$ cat src/rtl/flash_ctl_pkg.sv
package flash_ctl_pkg;

  typedef enum logic [3:0] {
    M_READ,
    M_IDENT,
    M_PGM_ARM,
    M_PGM_RUN,
    M_ERS_RUN,
    M_SUSP,
    M_SUSP_ARM,
    M_SUSP_PGM,
    M_RST_HOLD
  } mode_e;

  localparam logic [7:0] OP_PGM      = 8'hA0;
  localparam logic [7:0] OP_SECT_ERS = 8'h30;
  localparam logic [7:0] OP_CHIP_ERS = 8'h10;
  localparam logic [7:0] OP_SUSP     = 8'hB0;
  localparam logic [7:0] OP_IDENT    = 8'h90;
  localparam logic [7:0] OP_EXIT     = 8'hF0;

  function automatic logic is_status(mode_e m);
    return (m == M_PGM_RUN) || (m == M_ERS_RUN) || (m == M_SUSP_PGM) || (m == M_RST_HOLD);
  endfunction

  // operations a hardware reset must abort with a recovery delay
  function automatic logic is_op(mode_e m);
    return (m == M_PGM_RUN) || (m == M_ERS_RUN) || (m == M_SUSP) ||
           (m == M_SUSP_ARM) || (m == M_SUSP_PGM);
  endfunction

endpackage

$ cat src/rtl/flash_bus_decode.sv
module flash_bus_decode (
  input  logic clk_i,
  input  logic rst_ni,
  input  logic ce_ni,
  input  logic oe_ni,
  input  logic we_ni,
  input  logic reset_ni,
  output logic rd_en_o,
  output logic rd_stb_o,
  output logic wr_stb_o
);

  logic rd_cond, wr_cond, rd_q, wr_q;

  assign rd_cond = reset_ni & ~ce_ni & ~oe_ni & we_ni;
  assign wr_cond = reset_ni & ~ce_ni & ~we_ni & oe_ni;

  always_ff @(posedge clk_i or negedge rst_ni) begin
    if (!rst_ni) begin
      rd_q <= 1'b0;
      wr_q <= 1'b0;
    end else begin
      rd_q <= rd_cond;
      wr_q <= wr_cond;
    end
  end

  assign rd_en_o  = rd_cond;
  assign rd_stb_o = rd_cond & ~rd_q;
  assign wr_stb_o = wr_cond & ~wr_q;


  one_cmd_per_pulse_chk: assert property (@(posedge clk_i) disable iff (!rst_ni)
    wr_stb_o |=> !wr_stb_o);

endmodule

$ cat src/rtl/flash_busy_timer.sv
module flash_busy_timer #(
  parameter int unsigned W = 5
) (
  input  logic         clk_i,
  input  logic         rst_ni,
  input  logic         load_i,
  input  logic [W-1:0] val_i,
  input  logic         run_i,
  output logic         zero_o
);

  logic [W-1:0] cnt_q;

  always_ff @(posedge clk_i or negedge rst_ni) begin
    if (!rst_ni)                      cnt_q <= '0;
    else if (load_i)                  cnt_q <= val_i;
    else if (run_i && cnt_q != '0)    cnt_q <= cnt_q - 1'b1;
  end

  assign zero_o = (cnt_q == '0);

  // an expired count stays expired until reloaded
  zero_hold_chk: assert property (@(posedge clk_i) disable iff (!rst_ni)
    (zero_o && !load_i) |=> zero_o);

endmodule

$ cat src/rtl/flash_cell_array.sv
module flash_cell_array #(
  parameter int unsigned SECT_BITS = 2,
  parameter int unsigned OFS_BITS  = 3,
  localparam int unsigned ADDR_W   = SECT_BITS + OFS_BITS,
  localparam int unsigned SECTORS  = 1 << SECT_BITS,
  localparam int unsigned SECT_BYTES = 1 << OFS_BITS
) (
  input  logic               clk_i,
  input  logic               rst_ni,
  input  logic [ADDR_W-1:0]  rd_addr_i,
  output logic [7:0]         rd_data_o,
  input  logic               pgm_en_i,
  input  logic [ADDR_W-1:0]  pgm_addr_i,
  input  logic [7:0]         pgm_data_i,
  input  logic               ers_en_i,
  input  logic [SECTORS-1:0] ers_mask_i
);

  logic [SECTORS-1:0][7:0] sect_rd;
  logic [OFS_BITS-1:0] rd_ofs, pgm_ofs;

  assign rd_ofs  = rd_addr_i[OFS_BITS-1:0];
  assign pgm_ofs = pgm_addr_i[OFS_BITS-1:0];

  for (genvar s = 0; s < SECTORS; s++) begin : g_sect
    logic [7:0] bank_q [SECT_BYTES];
    logic hit;

    assign hit = pgm_en_i && (pgm_addr_i[ADDR_W-1:OFS_BITS] == SECT_BITS'(s));

    always_ff @(posedge clk_i or negedge rst_ni) begin
      if (!rst_ni) begin
        for (int i = 0; i < SECT_BYTES; i++) bank_q[i] <= 8'hFF;
      end else if (ers_en_i && ers_mask_i[s]) begin
        for (int i = 0; i < SECT_BYTES; i++) bank_q[i] <= 8'hFF;
      end else if (hit) begin
        bank_q[pgm_ofs] <= bank_q[pgm_ofs] & pgm_data_i;
      end
    end

    assign sect_rd[s] = bank_q[rd_ofs];

    // programming never sets a bit
    pgm_clear_only_chk: assert property (@(posedge clk_i) disable iff (!rst_ni)
      (hit && !ers_en_i) |=> ((bank_q[$past(pgm_ofs)] & ~$past(bank_q[pgm_ofs])) == 8'h00));
  end

  assign rd_data_o = sect_rd[rd_addr_i[ADDR_W-1:OFS_BITS]];

endmodule

$ cat src/rtl/flash_cmd_ctl.sv
module flash_cmd_ctl
  import flash_ctl_pkg::*;
#(
  parameter int unsigned SECT_BITS = 2,
  parameter int unsigned OFS_BITS  = 3,
  parameter int unsigned PGM_CYC   = 6,
  parameter int unsigned ERS_CYC   = 20,
  parameter int unsigned READY_CYC = 5,
  parameter logic [7:0]  MFR_CODE  = 8'hC3,
  parameter logic [7:0]  DEV_CODE  = 8'h5A,
  localparam int unsigned ADDR_W   = SECT_BITS + OFS_BITS
) (
  input  logic              clk_i,
  input  logic              rst_ni,
  input  logic              ce_ni,
  input  logic              oe_ni,
  input  logic              we_ni,
  input  logic              reset_ni,
  input  logic [ADDR_W-1:0] addr_i,
  input  logic [7:0]        data_i,
  output logic [7:0]        data_o,
  output logic              data_oe_o,
  output logic              ry_by_o
);

  localparam int unsigned SECTORS = 1 << SECT_BITS;
  localparam int unsigned MAX_A   = (PGM_CYC > READY_CYC) ? PGM_CYC : READY_CYC;
  localparam int unsigned MAX_C   = (MAX_A > ERS_CYC) ? MAX_A : ERS_CYC;
  localparam int unsigned TMR_W   = $clog2(MAX_C + 1);

  mode_e mode_q, mode_d;
  logic [ADDR_W-1:0]  pgm_addr_q, pgm_addr_d;
  logic [7:0]         pgm_data_q, pgm_data_d;
  logic [SECTORS-1:0] ers_mask_q, ers_mask_d, sect_onehot;
  logic               tgl_q;

  logic rd_en, rd_stb, wr_stb;
  logic op_load, op_zero, ers_load, ers_zero, pgm_en, ers_en;
  logic [TMR_W-1:0] op_val;
  logic [7:0] arr_rd;
  logic status_mode;

  flash_bus_decode u_dec (
    .clk_i, .rst_ni, .ce_ni, .oe_ni, .we_ni, .reset_ni,
    .rd_en_o(rd_en), .rd_stb_o(rd_stb), .wr_stb_o(wr_stb)
  );

  flash_busy_timer #(.W(TMR_W)) u_op_tmr (
    .clk_i, .rst_ni, .load_i(op_load), .val_i(op_val),
    .run_i(mode_q == M_PGM_RUN || mode_q == M_SUSP_PGM || mode_q == M_RST_HOLD),
    .zero_o(op_zero)
  );

  flash_busy_timer #(.W(TMR_W)) u_ers_tmr (
    .clk_i, .rst_ni, .load_i(ers_load), .val_i(TMR_W'(ERS_CYC - 1)),
    .run_i(mode_q == M_ERS_RUN), .zero_o(ers_zero)
  );

  flash_cell_array #(.SECT_BITS(SECT_BITS), .OFS_BITS(OFS_BITS)) u_arr (
    .clk_i, .rst_ni, .rd_addr_i(addr_i), .rd_data_o(arr_rd),
    .pgm_en_i(pgm_en), .pgm_addr_i(pgm_addr_q), .pgm_data_i(pgm_data_q),
    .ers_en_i(ers_en), .ers_mask_i(ers_mask_q)
  );

  assign sect_onehot = SECTORS'(1) << addr_i[ADDR_W-1:OFS_BITS];

  always_comb begin
    mode_d     = mode_q;
    pgm_addr_d = pgm_addr_q;
    pgm_data_d = pgm_data_q;
    ers_mask_d = ers_mask_q;
    op_load    = 1'b0;
    op_val     = TMR_W'(PGM_CYC - 1);
    ers_load   = 1'b0;
    pgm_en     = 1'b0;
    ers_en     = 1'b0;
    if (!reset_ni) begin
      ers_mask_d = '0;
      if (is_op(mode_q)) begin
        mode_d  = M_RST_HOLD;
        op_load = 1'b1;
        op_val  = TMR_W'(READY_CYC - 1);
      end else if (mode_q != M_RST_HOLD || op_zero) begin
        mode_d = M_READ;
      end
    end else begin
      unique case (mode_q)
        M_READ: if (wr_stb) begin
          unique case (data_i)
            OP_PGM:      mode_d = M_PGM_ARM;
            OP_IDENT:    mode_d = M_IDENT;
            OP_SECT_ERS: begin mode_d = M_ERS_RUN; ers_mask_d = sect_onehot; ers_load = 1'b1; end
            OP_CHIP_ERS: begin mode_d = M_ERS_RUN; ers_mask_d = '1;          ers_load = 1'b1; end
            default: ;
          endcase
        end
        M_IDENT: if (wr_stb && data_i == OP_EXIT) mode_d = M_READ;
        M_PGM_ARM: if (wr_stb) begin
          pgm_addr_d = addr_i;
          pgm_data_d = data_i;
          op_load    = 1'b1;
          mode_d     = M_PGM_RUN;
        end
        M_PGM_RUN: if (op_zero) begin pgm_en = 1'b1; mode_d = M_READ; end
        M_ERS_RUN: begin
          if (ers_zero) begin
            ers_en = 1'b1; ers_mask_d = '0; mode_d = M_READ;
          end else if (wr_stb && data_i == OP_SUSP) begin
            mode_d = M_SUSP;
          end
        end
        M_SUSP: if (wr_stb) begin
          if (data_i == OP_PGM)           mode_d = M_SUSP_ARM;
          else if (data_i == OP_SECT_ERS) mode_d = M_ERS_RUN;
        end
        M_SUSP_ARM: if (wr_stb) begin
          if ((ers_mask_q & sect_onehot) != '0) begin
            mode_d = M_SUSP;
          end else begin
            pgm_addr_d = addr_i;
            pgm_data_d = data_i;
            op_load    = 1'b1;
            mode_d     = M_SUSP_PGM;
          end
        end
        M_SUSP_PGM: if (op_zero) begin pgm_en = 1'b1; mode_d = M_SUSP; end
        M_RST_HOLD: if (op_zero) mode_d = M_READ;
        default: mode_d = M_READ;
      endcase
    end
  end

  assign status_mode = is_status(mode_q);

  always_ff @(posedge clk_i or negedge rst_ni) begin
    if (!rst_ni) begin
      mode_q     <= M_READ;
      pgm_addr_q <= '0;
      pgm_data_q <= 8'hFF;
      ers_mask_q <= '0;
      tgl_q      <= 1'b0;
    end else begin
      mode_q     <= mode_d;
      pgm_addr_q <= pgm_addr_d;
      pgm_data_q <= pgm_data_d;
      ers_mask_q <= ers_mask_d;
      if (rd_stb && status_mode) tgl_q <= ~tgl_q;
    end
  end

  logic poll_b7;
  assign poll_b7 = (mode_q == M_PGM_RUN || mode_q == M_SUSP_PGM) ? pgm_data_q[7] : 1'b1;

  always_comb begin
    if (!rd_en)                data_o = 8'h00;
    else if (status_mode)      data_o = {~poll_b7, tgl_q, 6'b0};
    else if (mode_q == M_IDENT) data_o = addr_i[0] ? DEV_CODE : MFR_CODE;
    else                       data_o = arr_rd;
  end

  assign data_oe_o = rd_en;
  assign ry_by_o   = !status_mode;


  reset_quiet_chk: assert property (@(posedge clk_i) disable iff (!rst_ni)
    !reset_ni |-> !data_oe_o);


  reset_keeps_busy_chk: assert property (@(posedge clk_i) disable iff (!rst_ni)
    (!reset_ni && (mode_q == M_PGM_RUN || mode_q == M_ERS_RUN || mode_q == M_SUSP_PGM)) |=> !ry_by_o);


  pgm_runs_on_chk: assert property (@(posedge clk_i) disable iff (!rst_ni)
    (mode_q == M_PGM_RUN && reset_ni && !op_zero) |=> (mode_q == M_PGM_RUN && !ry_by_o));


  toggle_flip_chk: assert property (@(posedge clk_i) disable iff (!rst_ni)
    (rd_stb && status_mode) |=> (tgl_q != $past(tgl_q)));


  suspend_ready_chk: assert property (@(posedge clk_i) disable iff (!rst_ni)
    (mode_q == M_ERS_RUN && reset_ni && !ers_zero && wr_stb && data_i == OP_SUSP) |=> ry_by_o);

endmodule

$ cat config.mk
export PLATFORM = sky130hd
export DESIGN_NAME = flash_cmd_ctl
export DESIGN_NICKNAME = d
export VERILOG_FILES = /design/src/rtl/flash_ctl_pkg.sv /design/src/rtl/flash_bus_decode.sv /design/src/rtl/flash_busy_timer.sv /design/src/rtl/flash_cell_array.sv /design/src/rtl/flash_cmd_ctl.sv
export SDC_FILE = /design/constraint.sdc
export NUM_CORES = 1
export LEC_CHECK = 0
export ABC_AREA = 1
export ABC_CLOCK_PERIOD_IN_PS = 2700
export BUFFER_PORTS_ARGS = -buffer_cell sky130_fd_sc_hd__buf_2
export CAP_MARGIN = 10
export CORE_ASPECT_RATIO = 1.1
export CORE_MARGIN = 2
export CORE_UTILIZATION = 25
export DETAILED_ROUTE_END_ITERATION = 7
export REMOVE_ABC_BUFFERS = 1
export SLEW_MARGIN = 20
export SYNTH_ARGS = -nofsm -noshare
export SYNTH_HDL_FRONTEND = slang
export SYNTH_SLANG_ARGS = --single-unit
$ cat constraint.sdc
create_clock -name clk_i -period 2.7 [get_ports clk_i]
set_input_delay 0.27 -clock clk_i [delete_from_list [all_inputs] [get_ports clk_i]]
set_output_delay 0.27 -clock clk_i [all_outputs]
set_load 0.01 [all_outputs]
==> run metrics <==
Peak supply drop 716 uV; initial DRC count 1724; skew final 0.0187 ns; Netlist cell types 44; P&R area growth vs syn 17.8%; die area 70400 um^2; DRT Wirelength 64200 um; clock power share 38.6%; # Max-Cap Violations 0; max incr delay on CP 0.44 ns; FF+latch area 7590 um^2; power share of the combinational group 19.9%; Port-buffer cells 28; CP required 2.43 ns; 1st-pass router iterations 6; Final setup viols 0; most common cell after layout, fill and taps aside nand2_1; placed inst area 18800 um^2; initial antenna violation count 2; DRT antenna net count 0; CP Cell Sequence nand2_2 -> nor2_4 -> inv_1 -> nand2_1 -> nor2_4 -> nand2_2 -> nor2_4 -> o21a_1 -> buf_2; syn avg cell area 7.42 um^2; gpl congestion 0.907; Arrival @ worst endpoint 2.39 ns; synthesized area 17100 um^2; Fin Setup TNS 0 ns; top cell family by delay on the critical path simple AND/OR/NAND/NOR gates; core area 67700 um^2; Initial Util 25.2%; filler cell count 7346; sw frac 35.6%; vias in the first global route 16348; slew margin rel. 31.9%; sequential area share after synthesis 44.4%; FP Rows 100; status complete, no violations; design area 20100 um^2; CTS tree yes; most used cell along the critical path nor2_4; max-slew violation count 0; Synth Register Bits 290; largest net degree at the start of global routing 74; GRT Total Usage 18.1%; Multi-input gate area 8110 um^2; first-pass GRT wire length 99100 um; Clock Latency Late Sink 0.56 ns; Die Height 278 um; Die Wd 253 um; Fmax achieved 375 MHz; slew at the pin closest to its max-slew limit 1.02 ns; CP Buf/Inv Count 2; number of remaining DRC errors 0; CP Capture Type output port; vias per inst 5.23; CTS Sinks 290; CP max FO 6; Setup CP Type reg2out; final period utilization 98.6%; Fin. Hold Viols 0; Yosys warning total 0; crit path launch type register; hpwl dp 41900 um; switching pwr 4560 uW; nets@finish 2359; minimum clock period 2.66 ns; Gate Count Post-Synth 2302; via count 17167; # IOs 29; Seq pwr share 41.5%; Util after Layout 29.7%; CTS clock-pin slew for the worst setup and hold paths 0.06 ns; most frequent cells in the layout nand2_1 (431), a21oi_1 (333), nand3_1 (322); TritonCTS buffer count 35; share of layout cells above drive strength 1 21.3%; Pwr Density 636 nW/um^2; wire per inst 19.5 um; Hold Path Class in2reg; Power Internal 8230 uW; P_leak 0.00839 uW; clock buffer depth 3; RSZ-0062 raised after global routing yes; CP max stage cell dfrtp_1; fin cells 3283; H-tree Lvls 2; dpl cells 3209; CTS root buffer clkbuf_16; grt ovf 0
## tightest hold or removal path, cell delays in order
cell     delay, ns
buf_2         0.13
inv_1         0.10
o21ai_0       0.09
## routing by layer
layer	part of all wire (%)	up-vias	wire, um	GRT usage [%]
met5	0.017	-	11	0
met4	4.3	2	2730	7.90
met3	9.5	163	6110	4.69
met2	45	811	29000	28.2
met1	41	8253	26300	23.6
li1	-	7938	-	-
## synth_stat cells (all sizes together)
master / instances / share of area, %
o22ai: 34 / 1.2
nor3: 5 / 0.34
and2: 2 / 0.073
a21oi: 333 / 9.8
clkbuf: 93 / 2.1
a31oi: 1 / 0.037
dfrtp: 26 / 3.8
nor4: 1 / 0.037
nand2: 442 / 9.8
nand3: 328 / 9.8
inv: 209 / 4.6
or2: 1 / 0.037
buf: 50 / 1.6
o21a: 1 / 0.044
o211ai: 35 / 1.5
o31ai: 1 / 0.044
o21ai: 210 / 6.2
dfstp: 264 / 41
or3b: 1 / 0.051
ha: 4 / 0.29
a41oi: 1 / 0.051
o2111ai: 15 / 0.77
o2bb2ai: 4 / 0.21
xor2: 3 / 0.15
clkinv: 12 / 0.32
nand3b: 4 / 0.18
xnor2: 2 / 0.10
a22oi: 38 / 1.7
a211oi: 3 / 0.13
mux2: 3 / 0.20
nand4: 16 / 0.59
a22o: 2 / 0.10
nor2: 158 / 3.6
## flip-flops by register name (all words and copies together), names as in the netlist
name	flops
pgm_addr_q	5
pgm_data_q	8
ers_mask_q	4
u_dec.wr_q	1
u_arr.g_sect.bank_q	256
tgl_q	1
u_op_tmr.cnt_q	5
mode_q	4
u_ers_tmr.cnt_q	5
u_dec.rd_q	1
## timing repair
item                                    CTS  global route
endpoints found under the hold margin    21             0
pin swaps                                 1             0
gates cloned                              0             0
resized for setup                         9            11
buffers inserted                          0             0
endpoints found under the setup margin    8             8
hold buffers                              8             0
## metrics by stage
stage / power (uW) / worst slack [ns] / hold slack [ns]
final: 12800 / 0.0366 / 0.0401
after global routing: 13200 / -0.0133 / 0.0751
after CTS: 12800 / -0.00218 / 0.0192
after detailed placement: 7760 / 0.252 / 0.258
after global placement: 7760 / 0.195 / 0.253
after floorplan: 6140 / 0.226 / -0.0256
## path summary, 6_finish.rpt
| path | start | to | slack (ns) | depth (start not counted) |
|---|---|---|---|---|
| setup reg to reg | u_op_tmr.cnt_q[0] | u_arr.g_sect[3].bank_q[37] | 0.34 | 11 |
| hold / removal | data_i[6] | pgm_data_q[6] | 0.04 | 3 |
| hold reg to reg | tgl_q | tgl_q | 0.48 | 1 |
| max in group asynchronous | rst_ni | u_arr.g_sect[2].bank_q[20] | 1.63 | 3 |
| setup / recovery | mode_q[0] | data_o[5] | 0.04 | 9 |
| min in group asynchronous | rst_ni | mode_q[2] | 0.26 | 2 |
## final cells by class
type | count | share of cell area (%)
clock inverters | 10 | 0.535
multi-input cells | 1648 | 40.3
diodes | 3 | 0.0373
well taps | 918 | 5.71
clock buffers | 53 | 5.35
flip-flops and latches | 290 | 37.7
inverters | 221 | 4.17
repair buffers | 140 | 6.17
## cell families (layout without fill, tap and decap cells)
kind of cell | after synthesis | count (layout) | synth area share, %
mux | 3 | 3 | 0.198
flops | 290 | 290 | 44.4
buf+inv | 364 | 424 | 8.59
other cells | 0 | 3 | 0
compound gates | 678 | 678 | 21.7
fa+ha+maj | 4 | 4 | 0.293
simple gates | 958 | 958 | 24.5
xor+xnor | 5 | 5 | 0.256
## power by group through the flow
stage / sequential [uW] / clock [uW] / combinational (uW)
after detailed placement: 5320 / 0 / 2440
after floorplan: 5020 / 0 / 1130
after CTS: 5270 / 5040 / 2460
after global routing: 5320 / 5200 / 2710
final: 5300 / 4940 / 2540
after global placement: 5330 / 0 / 2430
Note: power is estimated with default switching activity, not from simulation.
